File: src/rtl/vmr_pkg.sv
// Package: shared constants, types and the step-spacing arithmetic for the
// VID margin ramp. Assumes the rate mantissa is in 1/16 mV/us units.
package vmr_pkg;

    typedef enum logic [1:0] {
        RAMP_FAST = 2'd0,
        RAMP_SLOW = 2'd1,
        RAMP_SOFT = 2'd2,
        RAMP_ALT  = 2'd3
    } ramp_mode_e;

    localparam logic [2:0] ADDR_NOM  = 3'd0;
    localparam logic [2:0] ADDR_LOW  = 3'd1;
    localparam logic [2:0] ADDR_HIGH = 3'd2;
    localparam logic [2:0] ADDR_OPER = 3'd3;
    localparam logic [2:0] ADDR_CFG  = 3'd4;
    localparam logic [2:0] ADDR_RATE = 3'd5;

    localparam logic [4:0] RATE_EXP_FIELD = 5'b11100;
    localparam int unsigned RATE_SLOTS = 8;

    // Selected rate: family (0 = fast x80, 1 = low x5) and multiplier index
    typedef struct packed {
        logic       valid;
        logic       low_fam;
        logic [2:0] k;
    } rate_sel_t;

    // Clock cycles per LSB step, rounded up so the ramp is never too fast
    function automatic longint unsigned step_cycles(
        input longint unsigned lsb_uv,
        input longint unsigned clk_mhz,
        input longint unsigned mant,
        input longint unsigned div
    );
        longint unsigned num;
        longint unsigned den;
        num = lsb_uv * 16 * div * clk_mhz;
        den = 1000 * mant;
        return (num + den - 1) / den;
    endfunction

endpackage

File: src/rtl/vmr_regs.sv
// Module: register store and margin decode. Holds the three target codes,
// the operation byte and the configuration bits, picks the active target and
// drives the fault-mask flag. Assumes one write per cycle at most.
module vmr_regs
    import vmr_pkg::*;
#(
    parameter int unsigned VID_W = 8
) (
    input  logic             clk,
    input  logic             rst_n,
    input  logic             wr_en,
    input  logic [2:0]       wr_addr,
    input  logic [15:0]      wr_data,
    output logic [VID_W-1:0] target_code,
    output logic             fault_mask,
    output logic             cmd_err,
    output logic             slow_half,
    output logic             ss_sixteenth,
    output logic             rate_wr,
    output logic [15:0]      rate_word
);

    logic [VID_W-1:0] nom_q, low_q, high_q;
    logic [7:0]       oper_q;
    logic [2:0]       cfg_q;
    logic [3:0]       field;
    logic             obey;
    logic             oper_bad;

    assign obey         = cfg_q[0];
    assign slow_half    = cfg_q[1];
    assign ss_sixteenth = cfg_q[2];
    assign field        = oper_q[5:2];
    assign oper_bad     = (wr_data[5:4] == 2'b11);
    assign rate_wr      = wr_en && (wr_addr == ADDR_RATE);
    assign rate_word    = wr_data;

    // Purpose: capture the three target codes
    always_ff @(posedge clk) begin
        if (!rst_n) begin
            nom_q  <= '0;
            low_q  <= '0;
            high_q <= '0;
        end else if (wr_en) begin
            if (wr_addr == ADDR_NOM)  nom_q  <= wr_data[VID_W-1:0];
            if (wr_addr == ADDR_LOW)  low_q  <= wr_data[VID_W-1:0];
            if (wr_addr == ADDR_HIGH) high_q <= wr_data[VID_W-1:0];
        end
    end

    // Purpose: capture operation byte, rejecting the reserved margin field
    always_ff @(posedge clk) begin
        if (!rst_n) begin
            oper_q  <= '0;
            cmd_err <= 1'b0;
        end else begin
            cmd_err <= 1'b0;
            if (wr_en && wr_addr == ADDR_OPER) begin
                if (oper_bad) cmd_err <= 1'b1;
                else          oper_q  <= wr_data[7:0];
            end
        end
    end

    // Purpose: capture configuration bits
    always_ff @(posedge clk) begin
        if (!rst_n)                             cfg_q <= '0;
        else if (wr_en && wr_addr == ADDR_CFG)  cfg_q <= wr_data[2:0];
    end

    // Purpose: choose the active target and the fault-mask flag
    always_comb begin
        target_code = nom_q;
        fault_mask  = 1'b0;
        if (obey) begin
            unique case (field[3:2])
                2'b01: begin
                    target_code = low_q;
                    fault_mask  = (field[1:0] == 2'b01);
                end
                2'b10: begin
                    target_code = high_q;
                    fault_mask  = (field[1:0] == 2'b01);
                end
                default: target_code = nom_q;
            endcase
        end
    end

    AST_REJECT_KEEPS_OPER: assert property (@(posedge clk) disable iff (!rst_n)
        cmd_err |-> $stable(oper_q));
    AST_OPER_FIELD_LEGAL: assert property (@(posedge clk) disable iff (!rst_n)
        oper_q[5:4] != 2'b11);
    AST_MASK_OFF_NOMINAL: assert property (@(posedge clk) disable iff (!rst_n)
        (fault_mask && nom_q != low_q && nom_q != high_q) |-> target_code != nom_q);

endmodule

File: src/rtl/vmr_rate.sv
// Module: rate word decoder and step-spacing lookup. Validates the word,
// keeps the last good selection and turns it and the ramp profile into a
// cycle count. Assumes the spacing table is fixed at elaboration.
module vmr_rate
    import vmr_pkg::*;
#(
    parameter int unsigned CLK_MHZ = 200,
    parameter int unsigned LSB_UV  = 5000,
    parameter int unsigned CNT_W   = 16
) (
    input  logic             clk,
    input  logic             rst_n,
    input  logic             rate_wr,
    input  logic [15:0]      rate_word,
    input  logic [1:0]       ramp_mode,
    input  logic             slow_half,
    input  logic             ss_sixteenth,
    output logic             rate_ok,
    output logic [CNT_W-1:0] period,
    output logic             rate_err
);

    localparam int unsigned N_DIV = 4;
    localparam int unsigned N_IDX = 2 * RATE_SLOTS;

    rate_sel_t        sel_q;
    rate_sel_t        sel_d;
    logic [1:0]       div_idx;
    logic [CNT_W-1:0] tbl [N_DIV][N_IDX];

    // Build the spacing table: one entry per divider and per rate slot
    for (genvar d = 0; d < N_DIV; d++) begin : g_div
        localparam longint unsigned DIV = (d == 0) ? 1 : (d == 1) ? 2 : (d == 2) ? 4 : 16;
        for (genvar g = 0; g < N_IDX; g++) begin : g_slot
            localparam longint unsigned MANT =
                (g >= RATE_SLOTS) ? 5 * (g - RATE_SLOTS + 1) : 80 * (g + 1);
            localparam logic [CNT_W-1:0] SPACING =
                CNT_W'(step_cycles(LSB_UV, CLK_MHZ, MANT, DIV));
            assign tbl[d][g] = SPACING;
        end
    end

    // Purpose: match the written word against the supported set
    always_comb begin
        sel_d = '0;
        if (rate_word[15:11] == RATE_EXP_FIELD) begin
            for (int i = 0; i < RATE_SLOTS; i++) begin
                if (rate_word[10:0] == 11'(80 * (i + 1))) begin
                    sel_d.valid   = 1'b1;
                    sel_d.low_fam = 1'b0;
                    sel_d.k       = 3'(i);
                end
                if (rate_word[10:0] == 11'(5 * (i + 1))) begin
                    sel_d.valid   = 1'b1;
                    sel_d.low_fam = 1'b1;
                    sel_d.k       = 3'(i);
                end
            end
        end
    end

    // Purpose: hold the last valid selection and flag rejected words
    always_ff @(posedge clk) begin
        if (!rst_n) begin
            sel_q    <= '0;
            rate_err <= 1'b0;
        end else begin
            rate_err <= rate_wr && !sel_d.valid;
            if (rate_wr && sel_d.valid) sel_q <= sel_d;
        end
    end

    // Purpose: pick the divider for the requested ramp profile
    always_comb begin
        unique case (ramp_mode_e'(ramp_mode))
            RAMP_SLOW: div_idx = slow_half ? 2'd1 : 2'd2;
            RAMP_SOFT: div_idx = ss_sixteenth ? 2'd3 : 2'd2;
            default:   div_idx = 2'd0;
        endcase
    end

    assign rate_ok = sel_q.valid;
    assign period  = tbl[div_idx][{sel_q.low_fam, sel_q.k}];

    AST_BAD_WORD_KEEPS_RATE: assert property (@(posedge clk) disable iff (!rst_n)
        rate_err |-> $stable(sel_q));
    AST_PERIOD_NONZERO: assert property (@(posedge clk) disable iff (!rst_n)
        rate_ok |-> period != '0);

endmodule

File: src/rtl/vmr_stepper.sv
// Module: the VID ramp. Moves the code one LSB toward the target each time
// the spacing counter expires and pulses done on the landing step. Assumes
// period is at least 1 whenever rate_ok is set.
module vmr_stepper #(
    parameter int unsigned VID_W = 8,
    parameter int unsigned CNT_W = 16
) (
    input  logic             clk,
    input  logic             rst_n,
    input  logic [VID_W-1:0] target,
    input  logic             rate_ok,
    input  logic [CNT_W-1:0] period,
    output logic [VID_W-1:0] code,
    output logic             done
);

    logic [CNT_W-1:0] cnt_q;
    logic [VID_W-1:0] next_code;
    logic             expire;

    assign next_code = (target > code) ? code + 1'b1 : code - 1'b1;
    assign expire    = (period <= CNT_W'(1)) || (cnt_q >= period - 1'b1);

    // Purpose: count spacing cycles and step the code toward the target
    always_ff @(posedge clk) begin
        if (!rst_n) begin
            code  <= '0;
            cnt_q <= '0;
            done  <= 1'b0;
        end else begin
            done <= 1'b0;
            if (!rate_ok || code == target) begin
                cnt_q <= '0;
            end else if (expire) begin
                cnt_q <= '0;
                code  <= next_code;
                done  <= (next_code == target);
            end else begin
                cnt_q <= cnt_q + 1'b1;
            end
        end
    end

    AST_ONE_LSB_STEP: assert property (@(posedge clk) disable iff (!rst_n)
        (code == $past(code)) || (code == $past(code) + 1'b1) || (code == $past(code) - 1'b1));
    AST_HOLD_AT_TARGET: assert property (@(posedge clk) disable iff (!rst_n)
        ($past(code) == $past(target)) |-> (code == $past(code)));
    AST_DONE_ON_TARGET: assert property (@(posedge clk) disable iff (!rst_n)
        done |-> (code == $past(target)));
    AST_IDLE_WITHOUT_RATE: assert property (@(posedge clk) disable iff (!rst_n)
        !$past(rate_ok) |-> $stable(code));

endmodule

File: src/rtl/vid_margin_ramp.sv
// Module: top of the margin-selectable VID ramp for one channel. Wires the
// register store, the rate decoder and the stepper together. Assumes a single
// clock and a synchronous active-low reset.
module vid_margin_ramp
    import vmr_pkg::*;
#(
    parameter int unsigned VID_W   = 8,
    parameter int unsigned CLK_MHZ = 200,
    parameter int unsigned LSB_UV  = 5000
) (
    input  logic             clk,
    input  logic             rst_n,
    input  logic             wr_en,
    input  logic [2:0]       wr_addr,
    input  logic [15:0]      wr_data,
    input  logic [1:0]       ramp_mode,
    output logic [VID_W-1:0] vid_code,
    output logic [VID_W-1:0] target_code,
    output logic             fault_mask,
    output logic             ramp_done,
    output logic             rate_err,
    output logic             cmd_err
);

    localparam longint unsigned MAX_SPACING = step_cycles(LSB_UV, CLK_MHZ, 5, 16);
    localparam int unsigned     CNT_W       = $clog2(MAX_SPACING + 1);

    logic             slow_half;
    logic             ss_sixteenth;
    logic             rate_wr;
    logic [15:0]      rate_word;
    logic             rate_ok;
    logic [CNT_W-1:0] period;

    vmr_regs #(.VID_W(VID_W)) u_regs (
        .clk          (clk),
        .rst_n        (rst_n),
        .wr_en        (wr_en),
        .wr_addr      (wr_addr),
        .wr_data      (wr_data),
        .target_code  (target_code),
        .fault_mask   (fault_mask),
        .cmd_err      (cmd_err),
        .slow_half    (slow_half),
        .ss_sixteenth (ss_sixteenth),
        .rate_wr      (rate_wr),
        .rate_word    (rate_word)
    );

    vmr_rate #(.CLK_MHZ(CLK_MHZ), .LSB_UV(LSB_UV), .CNT_W(CNT_W)) u_rate (
        .clk          (clk),
        .rst_n        (rst_n),
        .rate_wr      (rate_wr),
        .rate_word    (rate_word),
        .ramp_mode    (ramp_mode),
        .slow_half    (slow_half),
        .ss_sixteenth (ss_sixteenth),
        .rate_ok      (rate_ok),
        .period       (period),
        .rate_err     (rate_err)
    );

    vmr_stepper #(.VID_W(VID_W), .CNT_W(CNT_W)) u_step (
        .clk     (clk),
        .rst_n   (rst_n),
        .target  (target_code),
        .rate_ok (rate_ok),
        .period  (period),
        .code    (vid_code),
        .done    (ramp_done)
    );

endmodule

File: config.mk
export PLATFORM = sky130hd
export DESIGN_NAME = vid_margin_ramp
export DESIGN_NICKNAME = d
export VERILOG_FILES = /design/src/rtl/vmr_pkg.sv /design/src/rtl/vmr_regs.sv /design/src/rtl/vmr_rate.sv /design/src/rtl/vmr_stepper.sv /design/src/rtl/vid_margin_ramp.sv
export SDC_FILE = /design/constraint.sdc
export NUM_CORES = 1
export LEC_CHECK = 0
export ABC_AREA = 1
export BUFFER_PORTS_ARGS = -buffer_cell sky130_fd_sc_hd__buf_2
export CORE_ASPECT_RATIO = 0.7
export CORE_MARGIN = 3
export CORE_UTILIZATION = 45
export DETAILED_ROUTE_END_ITERATION = 12
export GPL_TIMING_DRIVEN = 0
export PLACE_DENSITY = 0.74
export SLEW_MARGIN = 20
export SYNTH_ARGS = -nofsm -noshare
export SYNTH_HDL_FRONTEND = slang
export SYNTH_SLANG_ARGS = --single-unit
File: constraint.sdc
create_clock -name clk -period 4.38 [get_ports clk]
set_clock_uncertainty 0.05 [all_clocks]
set_input_delay 0.876 -clock clk [delete_from_list [all_inputs] [get_ports clk]]
set_output_delay 0.876 -clock clk [all_outputs]
set_load 0.01 [all_outputs]
==> out/qor.tcl <==
set qor(overall_power_w) 0.00165
set qor(worst_setup_path_end_kind) {register}
set qor(avgSynthCellArea_um2) 6.37
set qor(cts_max_path_buffers) 2
set qor(period_minus_slack_ns) 4.30
set qor(critical_path.most_common_cell) {sky130_fd_sc_hd__a21oi_1}
set qor(synth-adder-area-share) 0.114
set qor(coreArea_um2) 10700
set qor(starting_utilization_of_the_core_area) 0.478
set qor(drv_cap) 0
set qor(post_route_insts_no_fill) 1041
set qor(place_hpwl_mm) 10.4
set qor(detailedPlace.worstSlack_ns) -0.734
set qor(clock_tree.root_cell) {sky130_fd_sc_hd__clkbuf_16}
set qor(worst_ep_arrival_time_ns) 4.47
set qor(detail_route.vias_per_cell) 5.49
set qor(tritoncts) {done}
set qor(critical-path-max-stage-delay_ns) 0.28
set qor(cts_bufs_inserted) 9
set qor(synth-xor-area-share) 0.0377
set qor(ys_warn_count) 0
set qor(post_drt_wl_per_cell_um) 14.4
set qor(synth_area_leaders) {sky130_fd_sc_hd__dfxtp_1, sky130_fd_sc_hd__nand2_1, sky130_fd_sc_hd__ha_1}
set qor(synthDistinctLibCells) 42
set qor(setup.worst_path.start_class) {input pin}
set qor(cts.sinks) 63
set qor(drt_first_pass_iters) 5
set qor(rsz0062_at_grt) {yes}
set qor(clkLatencyLatePin_ns) 0.33
set qor(clock_tree.htree_level_count) 3
set qor(drt_antenna_net_count) 0
set qor(placed_cells) 994
set qor(worst-slew-pin-transition_ns) 0.703
set qor(die_wd_um) 133
set qor(static-leakage-power_nw) 3.06
set qor(post_synthesis_simple_gate_area_fraction) 0.351
set qor(drc_errors) 0
set qor(timing.final.setup_violations) 0
set qor(run_status) {completed}
set qor(fp.dieH_um) 95.2
set qor(grt_antenna_before_repair) 0
set qor(drt_wl_total_mm) 15.0
set qor(max_freq_ghz) 0.233
set qor(drtIter0Drc) 624
set qor(layout.cells.most_common_list) {sky130_fd_sc_hd__nand2_1, sky130_fd_sc_hd__nor2_1, sky130_fd_sc_hd__inv_1}
set qor(diode_insertion_count_for_antenna_repair) 0
set qor(netlist.top_cell.by_area) {sky130_fd_sc_hd__dfxtp_1}
set qor(worst_slack_ns) 0.0812
set qor(critPathKind) {input pin to register}
set qor(cellPowerDensity_nw_per_um2) 247
set qor(hold_critical_path_depth) 2
set qor(final_nets) 958
set qor(post-route-period-util) 0.981
set qor(post_cts_hold_buffer_count) 0
set qor(first_global_vias) 4929
set qor(synth_compound_area_frac) 0.153
set qor(yosysTopAreaCellShare) 0.247
set qor(routed-via-count) 5716
set qor(final_layout_size_suffix_gt1_frac) 0.251
set qor(postSynthNetCount) 873
set qor(final_hold_vios) 0
set qor(filler_cell_count) 958
set qor(gr-total-overflow) 0
set qor(buffer_ports.inserted) 43
set qor(std_cell_rows) 31
set qor(min_path_type) {register to register}
set qor(layout.core_utilization) 0.625
set qor(gpl.final_weighted_congestion) 1.03
set qor(peak_supply_drop_uv) 298
set qor(grt_first_pass_wirelength_mm) 23.0
set qor(ys_seq_elements) 63
set qor(maxSlewViolCount) 0
set qor(grt_max_degree) 14
set qor(grt_util_all_layers) 0.220
set qor(layout_commonest_cell) {sky130_fd_sc_hd__nand2_1}
set qor(post_synthesis_instance_area_um2) 5110
set qor(muxShareOfSynthArea) 0
set qor(syn2layout_area_growth_pct) 30.8
set qor(worstRegToRegCells) 26
set qor(cts_clock_pin_slew_for_the_worst_setup_and_hold_paths_ns) 0.06
set qor(worst_slew_margin_rel) 0.528
set qor(io_pins) 44
set qor(synthCells) 803
set qor(synth_top_family_by_area) {simple AND/OR/NAND/NOR gates}
set qor(required_ns) 4.56
set qor(crit_fanout) 5
set qor(critical_path.slowest_cell) {sky130_fd_sc_hd__ha_1}
set qor(synth-seq-area-share) 0.247
set qor(die_area_um2) 12700
-- cells by family after synthesis --
kind of cell / after synthesis
adder cells (fa/ha/maj): 46
AO/OA/AOI/OAI: 143
buffers and inverters: 119
flip-flops: 63
XOR/XNOR: 22
AND/OR/NAND/NOR: 410
-- sequential cells by signal, summed over array words and instances, names as in the netlist --
register and cells:
u_step.code 8, u_rate.rate_err 1, u_regs.high_q 8, u_step.done 1, u_rate.sel_q 4, u_regs.cfg_q 3, u_regs.oper_q 4, u_regs.cmd_err 1
u_rate.rate_ok 1, u_step.cnt_q 16, u_regs.nom_q 8, u_regs.low_q 8
-- metal layers --
layer	GRT usage	part of all wire	wire length (µm)
met5	0	0	0
met4	0.0582	0.013	197
met1	0.310	0.47	7050
met2	0.339	0.44	6650
met3	0.0538	0.075	1120
-- worst max-delay path: cells and delay by family --
kind | cells | cell delay (ns)
adders and majority gates | 3 | 0.58
buffers and inverters | 5 | 0.51
xor gates and xnor gates | 1 | 0.13
AOI/OAI and AO/OA | 6 | 0.79
and+or+nand+nor | 14 | 1.59
-- where the power goes --
part / internal [W] / switching [W] / leakage [nW]
registers: 0.000583 / 0.00000512 / 0.509
clock network: 0.000447 / 0.000290 / 0.140
logic: 0.000127 / 0.000200 / 2.41
-- cell usage after synthesis, drive strengths merged --
cell type	number
o311ai	2
nor3	19
a31oi	6
o2111ai	2
nor4	8
o31ai	1
nor3b	5
a221oi	4
buf	13
dfxtp	63
nand2	186
fa	1
inv	98
xnor2	5
nand3b	5
a21oi	73
xor2	17
o21ai	46
clkinv	1
or2	5
o211ai	5
ha	45
a22o	1
a21boi	2
nand3	63
and3	1
nand4	9
clkbuf	7
nor2	109
o22ai	1
-- layout make-up --
class | instances | area, µm² | area share
Inverter | 99 | 398 | 0.0595
Tap cell | 148 | 185 | 0.0277
Buffer | 19 | 125 | 0.0187
Clock buffer | 9 | 225 | 0.0337
Clock inverter | 7 | 81.3 | 0.0122
Multi-Input combinational cell | 621 | 3910 | 0.584
Timing Repair Buffer | 75 | 504 | 0.0754
Sequential cell | 63 | 1260 | 0.189
-- what timing repair did --
item,4_1_cts,5_1_grt
endpoints found under the setup margin,25,25
gates resized for setup,24,132
gates cloned,0,1
buffers inserted,4,27
pin swaps,3,50
-- path summary, 6_finish.rpt --
path | startpoint | to | slack [ns]
max reg2reg | u_regs.oper_q[4] | u_step.done | 0.24
min reg2reg | u_rate.rate_ok | u_rate.rate_ok | 0.40
min | u_rate.rate_ok | u_rate.rate_ok | 0.40
max | ramp_mode[1] | u_step.code[2] | 0.08
-- metrics by stage --
| step | instance area, µm² | TNS (ns) | hold WS [ns] |
|---|---|---|---|
| final | 6690 | 0 | 0.405 |
| after global routing | 6690 | -2.13 | 0.421 |
| after CTS | 5920 | 0 | 0.407 |
| after detailed placement | 5520 | -17.10 | 0.399 |
| after global placement | 5520 | -16.88 | 0.393 |
| after floorplan | 5110 | 0 | 0.380 |
Note: power is estimated with default switching activity, not from simulation.
